<file path="src/rtl/ptg_pkg.sv">
package ptg_pkg;
    localparam int ADDR_W = 3;

    localparam logic [ADDR_W-1:0] ADR_PRE_LO = 3'd0;
    localparam logic [ADDR_W-1:0] ADR_PRE_HI = 3'd1;
    localparam logic [ADDR_W-1:0] ADR_CNT_LO = 3'd2;
    localparam logic [ADDR_W-1:0] ADR_CNT_HI = 3'd3;
    localparam logic [ADDR_W-1:0] ADR_CTRL   = 3'd4;
    localparam logic [ADDR_W-1:0] ADR_LEVEL  = 3'd5;

    // control nibble bit positions
    localparam int B_RUN  = 0;
    localparam int B_IEN  = 1;
    localparam int B_IPND = 2;
    localparam int B_TM   = 3;
endpackage

</file>
<file path="src/rtl/ptg_prescaler.sv">
module ptg_prescaler #(
    parameter int CNT_W = 16
) (
    input  logic             clk,
    input  logic             rst_n,
    input  logic             run,
    input  logic             start,
    input  logic [CNT_W-1:0] reload,
    output logic             uf,
    output logic [CNT_W-1:0] cnt
);
    logic [CNT_W-1:0] cnt_d, cnt_q;

    always_comb begin
        cnt_d = cnt_q;
        uf    = 1'b0;
        if (start) begin
            cnt_d = reload;
        end else if (run) begin
            if (cnt_q == '0) begin
                uf    = 1'b1;
                cnt_d = reload;
            end else begin
                cnt_d = cnt_q - 1'b1;
            end
        end
    end

    always_ff @(posedge clk or negedge rst_n) begin
        if (!rst_n) cnt_q <= '0;
        else        cnt_q <= cnt_d;
    end

    assign cnt = cnt_q;
endmodule

</file>
<file path="src/rtl/ptg_halfstage.sv">
module ptg_halfstage (
    input  logic clk,
    input  logic rst_n,
    input  logic start,
    input  logic uf,
    input  logic run,
    input  logic lvl_wr,
    input  logic lvl_val,
    output logic pulse,
    output logic strobe
);
    typedef struct packed {
        logic half;
        logic out;
    } hs_t;

    hs_t hs_d, hs_q;

    always_comb begin
        hs_d   = hs_q;
        strobe = uf & hs_q.half;
        if (start) begin
            hs_d.half = 1'b0;
        end else if (uf) begin
            hs_d.half = ~hs_q.half;
            hs_d.out  = ~hs_q.out;
        end
        if (lvl_wr && !run) begin
            hs_d.out = lvl_val;
        end
    end

    always_ff @(posedge clk or negedge rst_n) begin
        if (!rst_n) hs_q <= '0;
        else        hs_q <= hs_d;
    end

    assign pulse = hs_q.out;
endmodule

</file>
<file path="src/rtl/ptg_count_step.sv">
module ptg_count_step #(
    parameter int W = 16
) (
    input  logic [W-1:0] value,
    output logic [W-1:0] next,
    output logic         wrap
);
    assign wrap = (value == '0);
    assign next = value - 1'b1;
endmodule

</file>
<file path="src/rtl/ptg_top.sv">
module ptg_top
    import ptg_pkg::*;
#(
    parameter int BYTE_W = 8
) (
    input  logic              clk,
    input  logic              rst_n,
    input  logic              wr_en,
    input  logic [ADDR_W-1:0] addr,
    input  logic [BYTE_W-1:0] wdata,
    output logic [BYTE_W-1:0] rdata,
    output logic              pulse_o,
    output logic              irq_o
);
    localparam int CNT_W = 2 * BYTE_W;

    typedef struct packed {
        logic [CNT_W-1:0] reload;
        logic [CNT_W-1:0] count;
        logic             run;
        logic             ien;
        logic             ipnd;
        logic             tm;
    } regs_t;

    regs_t st_d, st_q;

    logic             ctrl_wr, lvl_wr, start;
    logic             pre_uf, strobe, wrap, hw_set;
    logic [CNT_W-1:0] pre_cnt, cnt_next;
    logic             run_q, ien_q, ipnd_q;

    assign run_q   = st_q.run;
    assign ien_q   = st_q.ien;
    assign ipnd_q  = st_q.ipnd;
    assign ctrl_wr = wr_en && (addr == ADR_CTRL);
    assign lvl_wr  = wr_en && (addr == ADR_LEVEL);
    assign start   = ctrl_wr && wdata[B_RUN];

    ptg_prescaler #(.CNT_W(CNT_W)) u_pre (
        .clk    (clk),
        .rst_n  (rst_n),
        .run    (run_q),
        .start  (start),
        .reload (st_q.reload),
        .uf     (pre_uf),
        .cnt    (pre_cnt)
    );

    ptg_halfstage u_half (
        .clk     (clk),
        .rst_n   (rst_n),
        .start   (start),
        .uf      (pre_uf),
        .run     (run_q),
        .lvl_wr  (lvl_wr),
        .lvl_val (wdata[0]),
        .pulse   (pulse_o),
        .strobe  (strobe)
    );

    ptg_count_step #(.W(CNT_W)) u_step (
        .value (st_q.count),
        .next  (cnt_next),
        .wrap  (wrap)
    );

    assign hw_set = strobe && wrap;

    always_comb begin
        st_d = st_q;
        if (strobe) begin
            st_d.count = cnt_next;
            if (wrap) begin
                st_d.ipnd = 1'b1;
                st_d.run  = 1'b0;
            end
        end
        if (wr_en) begin
            case (addr)
                ADR_PRE_LO: st_d.reload[BYTE_W-1:0]     = wdata;
                ADR_PRE_HI: st_d.reload[CNT_W-1:BYTE_W] = wdata;
                ADR_CNT_LO: st_d.count[BYTE_W-1:0]      = wdata;
                ADR_CNT_HI: st_d.count[CNT_W-1:BYTE_W]  = wdata;
                ADR_CTRL: begin
                    st_d.run  = wdata[B_RUN];
                    st_d.ien  = wdata[B_IEN];
                    st_d.tm   = wdata[B_TM];
                    st_d.ipnd = wdata[B_IPND] | hw_set;
                end
                default: ;
            endcase
        end
    end

    always_ff @(posedge clk or negedge rst_n) begin
        if (!rst_n) st_q <= '0;
        else        st_q <= st_d;
    end

    always_comb begin
        rdata = '0;
        case (addr)
            ADR_PRE_LO: rdata = st_q.reload[BYTE_W-1:0];
            ADR_PRE_HI: rdata = st_q.reload[CNT_W-1:BYTE_W];
            ADR_CNT_LO: rdata = st_q.count[BYTE_W-1:0];
            ADR_CNT_HI: rdata = st_q.count[CNT_W-1:BYTE_W];
            ADR_CTRL: begin
                rdata[B_RUN]  = st_q.run;
                rdata[B_IEN]  = st_q.ien;
                rdata[B_IPND] = st_q.ipnd;
                rdata[B_TM]   = st_q.tm;
            end
            ADR_LEVEL: rdata[0] = pulse_o;
            default: rdata = '0;
        endcase
    end

    assign irq_o = ipnd_q & ien_q;
endmodule

</file>
<file path="config.mk">
export PLATFORM = sky130hd
export DESIGN_NAME = ptg_top
export DESIGN_NICKNAME = d
export VERILOG_FILES = /design/src/rtl/ptg_pkg.sv /design/src/rtl/ptg_prescaler.sv /design/src/rtl/ptg_halfstage.sv /design/src/rtl/ptg_count_step.sv /design/src/rtl/ptg_top.sv
export SDC_FILE = /design/constraint.sdc
export NUM_CORES = 1
export LEC_CHECK = 0
export ABC_CLOCK_PERIOD_IN_PS = 2400
export BUFFER_PORTS_ARGS = -buffer_cell sky130_fd_sc_hd__buf_2
export CAP_MARGIN = 30
export CORE_UTILIZATION = 35
export CTS_CLUSTER_DIAMETER = 80
export CTS_CLUSTER_SIZE = 24
export DETAILED_ROUTE_END_ITERATION = 6
export GPL_ROUTABILITY_DRIVEN = 0
export GPL_TIMING_DRIVEN = 0
export MAX_ROUTING_LAYER = met4
export PLACE_DENSITY_LB_ADDON = 0.1
export SLEW_MARGIN = 20
export SYNTH_ARGS = -nofsm -noshare
export SYNTH_HDL_FRONTEND = slang
export SYNTH_SLANG_ARGS = --single-unit
</file>
<file path="constraint.sdc">
create_clock -name clk -period 2.4 [get_ports clk]
set_input_delay 0.12 -clock clk [delete_from_list [all_inputs] [get_ports clk]]
set_output_delay 0.12 -clock clk [all_outputs]
set_load 0.05 [all_outputs]
</file>
==> flow_metrics.py, run 1 <==
metrics = {
    "clock_tree": {
        "cts_tree": "built",
        "clk_latency_ns": 0.31,
        "cts.clk_slew.worst_paths_ns": 0.10,
        "cts_root_buf": "clkbuf_8",
        "clock-sinks": 54,
        "clockBufferDepth": 2,
        "cts_buffers": 5,
        "cts-htree-levels": 2,
    },
    "synthesis": {
        "syn_area_um2": 3290,
        "syn_avg_cell_area_um2": 9.63,
        "seq_area_frac_synth": 0.410,
        "synth_commonest_cells": "dfrtp_1 (54), nand2_1 (41), o21ai_0 (28)",
        "synth_warnings": 0,
        "synth_edf_count": 0,
        "post-synth-top-area-cell": "dfrtp_1",
        "synth_most_common_cell": "dfrtp_1",
        "ys_ff_latch": 54,
        "synth_flop_cell": "dfrtp_1",
        "synth_area_leaders": "dfrtp_1 (41%), mux2_2 (6.5%), nand2_1 (4.7%)",
        "ys_types": 54,
        "netlist_instances": 342,
        "async_flop_share": 1.00,
        "synthesis.nets": 359,
        "synth_top_cell_area_share": 0.410,
    },
    "floorplan": {
        "rows": 35,
        "core-area_um2": 9200,
        "dieArea_um2": 9800,
        "io_pins": 24,
        "chipHeight_um": 99.0,
        "start_util": 0.358,
        "die_w_um": 99.0,
    },
    "global_route": {
        "gr-total-overflow": 0,
        "grt_pass1_wl_um": 15100,
        "grt_pass1_vias": 2689,
        "grt_max_degree": 55,
        "grt_use_total": 0.208,
        "antenna_found_initial": 0,
    },
    "layout": {
        "stdcell_count": 484,
        "fill_cells": 965,
        "regArea_um2": 1350,
        "drive_above_1_share": 0.217,
        "antenna_cells": 0,
        "area_delta_synth_final_pct": 12.5,
        "multi_input_comb_area_um2": 1800,
        "layout.nets": 390,
    },
    "worst_setup_path": {
        "path_max_fanout": 4,
        "slowest_stage": "or4b_4",
        "r2r_cells": 7,
        "reg2reg_setup_slack_ns": 0.11,
        "cp.arrival_ns": 2.49,
        "cp.required_ns": 2.60,
        "path_cells": "inv_1, ha_2, or4b_4, or3_4, or3_1, a21oi_2, o221ai_2",
        "r2r-start": "u_pre.cnt[1]",
        "startpoint_type": "flip-flop",
        "cp_num_buf_inv": 1,
        "setup.worst_path.class": "flip-flop to flip-flop",
        "end_kind": "flip-flop",
        "cpLargestDelayFamily": "simple AND/OR/NAND/NOR gates",
        "critPathMaxStageDelay_ns": 0.49,
        "r2r_end": "u_pre.cnt[14]",
    },
    "sta": {
        "relSlewSlack": 0.386,
        "tightest_slew_ns": 0.914,
        "max_freq_mhz": 437,
        "setup_tns_ns": 0,
        "fin_crit_ns": 2.29,
        "slew_viol_final": 0,
        "worst_hold_slack_ns": 0.0609,
        "rsz0062_at_grt": "false",
        "clock_skew_ns": 0.00678,
        "setup_viol_count_final": 0,
        "hold_viol": 0,
        "timing.final.crit_share": 0.954,
        "setup_slack_ns": 0.110,
    },
    "pwr": {
        "p_leak_nw": 1.44,
        "irDropWorstVdd_uv": 287,
        "intPower_mw": 1.89,
        "p_total_mw": 3.03,
        "combPwrFrac": 0.295,
        "power_density_nw_per_um2": 818,
        "clkPwrFrac": 0.217,
        "netSwitchingPower_mw": 1.13,
        "switching_share": 0.374,
        "pwr-share-seq": 0.488,
    },
    "outcome": {
        "status": "finished clean",
    },
    "hold_path": {
        "hold_class": "input pin to flip-flop",
        "min_path_cells": 3,
        "hold_start": "wdata[6]",
        "hold_path_end": "st_q[10]",
    },
    "route": {
        "wl_per_cell_um": 19.2,
        "via_count": 2747,
        "dr.pass1.iters": 4,
        "vias_per_cell": 5.68,
        "antenna_left": 0,
        "drtIter0Drc": 153,
        "drc": 0,
        "wl_um": 9300,
    },
    "placed_design": {
        "dp_hpwl_um": 6750,
        "dp_slack_ns": -0.107,
        "io_buffer_count": 20,
        "post-place-cells": 473,
    },
    "job": {
        "maxCapViolations": 0,
    },
}
-- registers in the layout, summed over array words and instances, names as in the netlist --
name / cells
u_half.pulse: 1
st_q: 33
u_pre.cnt: 16
u_half.hs_q: 1
ien_q: 1
run_q: 1
ipnd_q: 1
-- repair_timing --
| item | in CTS | in global routing |
|---|---|---|
| hold buffers | 1 | 0 |
| endpoints found under the hold margin | 54 | 0 |
| buffers inserted | 0 | 3 |
| setup endpoints to repair | 2 | 23 |
| resized for setup | 1 | 5 |
-- power groups by stage --
stage / Sequential, mW / Clock (mW) / Combinational [mW]
6_report: 1.48 / 0.656 / 0.894
3_5_place_dp: 1.50 / 0 / 0.854
4_1_cts: 1.48 / 0.669 / 0.860
3_3_place_gp: 1.49 / 0 / 0.851
5_1_grt: 1.52 / 0.697 / 0.997
2_1_floorplan: 1.41 / 0 / 0.649
-- how the worst max path moves through the flow --
stage / start / to / slack (ns) / cells after the start
final: u_pre.cnt[1] / u_pre.cnt[14] / 0.11 / 7
after global routing: st_q[4] / run_q / 0.02 / 7
after CTS: u_pre.cnt[0] / u_pre.cnt[14] / 0.01 / 7
after detailed placement: u_pre.cnt[0] / run_q / -0.11 / 7
after global placement: u_pre.cnt[11] / run_q / -0.14 / 5
after floorplan: u_pre.cnt[0] / u_pre.cnt[14] / 0.19 / 7
-- layout make-up --
cell class / count / area share
plain buffers: 18 / 0.0281
inverters: 16 / 0.0162
repair buffers: 24 / 0.0365
flip-flops and latches: 54 / 0.365
clock buffers: 6 / 0.0223
well taps: 111 / 0.0375
clock inverters: 1 / 0.00811
multi-input cells: 254 / 0.486
-- worst register-to-register path: cells and delay by family (launching register included) --
family                     cells  cell delay (ns)
buffers and inverters          1             0.08
adders and majority gates      1             0.20
DFF                            1             0.41
and+or+nand+nor                3             1.23
AOI/OAI and AO/OA              2             0.26
-- through the flow --
step	utilization	cell area (µm²)
6_report	0.403	3700
5_1_grt	0.403	3700
4_1_cts	0.398	3660
3_5_place_dp	0.384	3530
3_3_place_gp	0.384	3530
2_1_floorplan	-	3290
-- placed cells by master, fill, tap and decap left out, types with 4 or more instances in the layout --
| cell | count |
|---|---|
| clkbuf_1 | 8 |
| o22a_1 | 6 |
| buf_4 | 4 |
| nand2_1 | 41 |
| nor3_1 | 12 |
| mux2_2 | 19 |
| mux4_2 | 6 |
| xor2_1 | 4 |
| a31oi_1 | 7 |
| nor2b_1 | 5 |
| dfrtp_1 | 54 |
| o21ai_0 | 28 |
| clkbuf_8 | 9 |
| nand4_1 | 4 |
| a22oi_1 | 4 |
| nor3_2 | 4 |
| nor2_1 | 11 |
| nand3_1 | 9 |
| xnor2_1 | 12 |
| a21oi_1 | 16 |
| inv_1 | 15 |
| nor4_1 | 10 |
| or3_1 | 4 |
| buf_2 | 24 |
-- kinds of logic (layout without fill, tap and decap cells) --
group	Yosys count	in the layout	synth area share
buffers and inverters	34	65	0.0498
adder cells (fa/ha/maj)	3	3	0.0114
flip-flops	54	54	0.410
multiplexers	28	28	0.115
AND/OR/NAND/NOR	125	125	0.211
AO/OA/AOI/OAI	82	82	0.159
XOR/XNOR	16	16	0.0426
-- metal layers --
layer / global-route usage / vias to the layer above / share of wire
li1: - / 1333 / -
met1: 0.283 / 1375 / 0.48
met3: 0.0248 / 4 / 0.026
met5: - / - / 0
met4: 0.0390 / 0 / 0.0039
met2: 0.337 / 35 / 0.49
Power figures use the tool's default switching activity.
==> run 2: changes to the inputs <==
PLACE_DENSITY_LB_ADDON = unset   (was 0.1)
REMOVE_ABC_BUFFERS = 1   (was unset)
==> flow_metrics.py, run 2 (same netlist as run 1, synthesis figures left out) <==
metrics = {
    "job": {
        "maxCapViolations": 0,
    },
    "layout": {
        "final_common_cell": "dfrtp_1",
        "layout.nets": 384,
        "fill_cells": 934,
        "area_delta_synth_final_pct": 12.3,
        "drive_above_1_share": 0.250,
        "final_cell_mix": "dfrtp_1 (53), nand2_1 (40), o21ai_0 (27), buf_2 (23), mux2_2 (19)",
        "post-route-util": 0.402,
        "antenna_cells": 0,
        "largest_reg_flops": 33,
        "regMostFlops": "st_q",
    },
    "floorplan": {
        "dieArea_um2": 9800,
        "core-area_um2": 9200,
        "start_util": 0.358,
        "io_pins": 24,
        "chipHeight_um": 99.0,
        "die_w_um": 99.0,
        "rows": 35,
    },
    "pwr": {
        "power_density_nw_per_um2": 795,
        "irDropWorstVdd_uv": 330,
        "p_leak_nw": 1.44,
    },
    "global_route": {
        "grt_use_total": 0.185,
        "antenna_found_initial": 0,
        "gr-total-overflow": 0,
        "grt_pass1_wl_um": 13800,
        "grt_max_degree": 55,
        "grt_pass1_vias": 2610,
    },
    "sta": {
        "timing.final.crit_share": 0.969,
        "setup_viol_count_final": 0,
        "setup_tns_ns": 0,
        "max_freq_mhz": 430,
        "rsz0062_at_grt": "false",
        "hold_viol": 0,
        "relSlewSlack": 0.415,
        "slew_viol_final": 0,
        "clock_skew_ns": 0.0131,
        "fin_crit_ns": 2.33,
        "tightest_slew_ns": 0.875,
    },
    "clock_tree": {
        "cts.clk_slew.worst_paths_ns": 0.11,
        "cts-htree-levels": 2,
        "cts_root_buf": "clkbuf_8",
        "clock-sinks": 54,
        "clk_latency_ns": 0.32,
        "clockBufferDepth": 2,
        "cts_buffers": 5,
        "cts_tree": "built",
    },
    "worst_setup_path": {
        "startpoint_type": "flip-flop",
        "crit_start": "u_pre.cnt[1]",
        "r2r_cells": 7,
        "cp.arrival_ns": 2.52,
        "endpoint": "u_pre.cnt[14]",
        "reg2reg_setup_slack_ns": 0.07,
        "path_max_fanout": 4,
        "end_kind": "flip-flop",
        "setup.worst_path.class": "flip-flop to flip-flop",
        "cp.required_ns": 2.60,
        "r2r_end": "u_pre.cnt[14]",
        "r2r-start": "u_pre.cnt[1]",
    },
    "route": {
        "drtIter0Drc": 166,
        "vias_per_cell": 5.68,
        "via_count": 2721,
        "dr.pass1.iters": 6,
        "wl_per_cell_um": 17.6,
        "antenna_left": 0,
        "wl_um": 8430,
        "drc": 1,
    },
    "placed_design": {
        "io_buffer_count": 23,
        "dp_hpwl_um": 5890,
    },
    "outcome": {
        "violations": "design-rule violations",
        "status": "finished with violations",
    },
    "hold_path": {
        "hold_class": "input pin to flip-flop",
    },
}
## run 2: changes by cell type in the layout (fill, tap and decap cells not counted), moves of 2 or more
cell,before,now
nor4bb_1,3,1
buf_1,2,0
buf_4,4,12
clkbuf_1,8,0
nor4bb_2,0,2
clkbuf_8,9,6
clkinv_4,0,2
## run 2: worst min path at each step
| stage | from | endpoint | slack (ns) | cells after the start |
|---|---|---|---|---|
| floorplan | rst_n | ien_q | -0.18 | 0 |
| global placement | wdata[6] | st_q[10] | 0.40 | 3 |
| detailed placement | rst_n | u_pre.cnt[13] | 0.22 | 1 |
| CTS | wdata[7] | st_q[11] | 0.07 | 3 |
| global route | wdata[7] | st_q[11] | 0.07 | 3 |
| finish | wdata[7] | st_q[11] | 0.06 | 3 |
## run 2: area by class of cell
type / instances / area [µm²] / share of cell area
Timing Repair Buffer: 36 / 215 / 0.0582
Clock inverter: 2 / 17.5 / 0.00474
Sequential cell: 54 / 1350 / 0.366
Inverter: 16 / 60.1 / 0.0162
Clock buffer: 6 / 82.6 / 0.0223
Multi-Input combinational cell: 254 / 1830 / 0.495
Tap cell: 111 / 139 / 0.0376
## run 2: through the flow
stage          power [mW]  hold WS [ns]  instance area (µm²)  setup WS [ns]  instances
2_1_floorplan        2.03        -0.176                 3190          0.180        324
3_3_place_gp         2.29         0.402                 3440         -0.592        458
3_5_place_dp         2.33         0.218                 3470         -0.360        460
4_1_cts              2.93        0.0684                 3620         0.0207        471
5_1_grt              3.12        0.0682                 3700        0.00688        479
6_report             2.94        0.0644                 3700         0.0738        479
## run 2: metal layers
metal / GRT usage / wire length (µm) / part of all wire / up-vias
li1: - / - / - / 1312
met1: 0.236 / 3880 / 0.46 / 1343
met2: 0.301 / 4150 / 0.49 / 51
met3: 0.0284 / 255 / 0.030 / 15
met4: 0.0608 / 138 / 0.016 / 0
met5: - / 0 / 0 / -
## run 2: timing repair
action | CTS | global route
gates resized for setup | 6 | 6
hold buffers | 1 | 0
setup buffers | 2 | 8
setup endpoints to repair | 22 | 14
pin swaps | 1 | 0
hold endpoints to repair | 54 | 0
## run 2: worst max-delay path, stage by stage (launching register included)
cell and delay, ns:
dfrtp_2 0.43, inv_1 0.08, ha_2 0.20, or4b_4 0.49, or3_4 0.37, or3_1 0.38, a21oi_2 0.16, o221ai_2 0.10
## run 2: where the power goes
part | internal [mW] | total [mW] | switching (mW)
Sequential | 1.15 | 1.47 | 0.320
Clock | 0.239 | 0.573 | 0.334
Combinational | 0.408 | 0.893 | 0.485
Total | 1.80 | 2.94 | 1.14
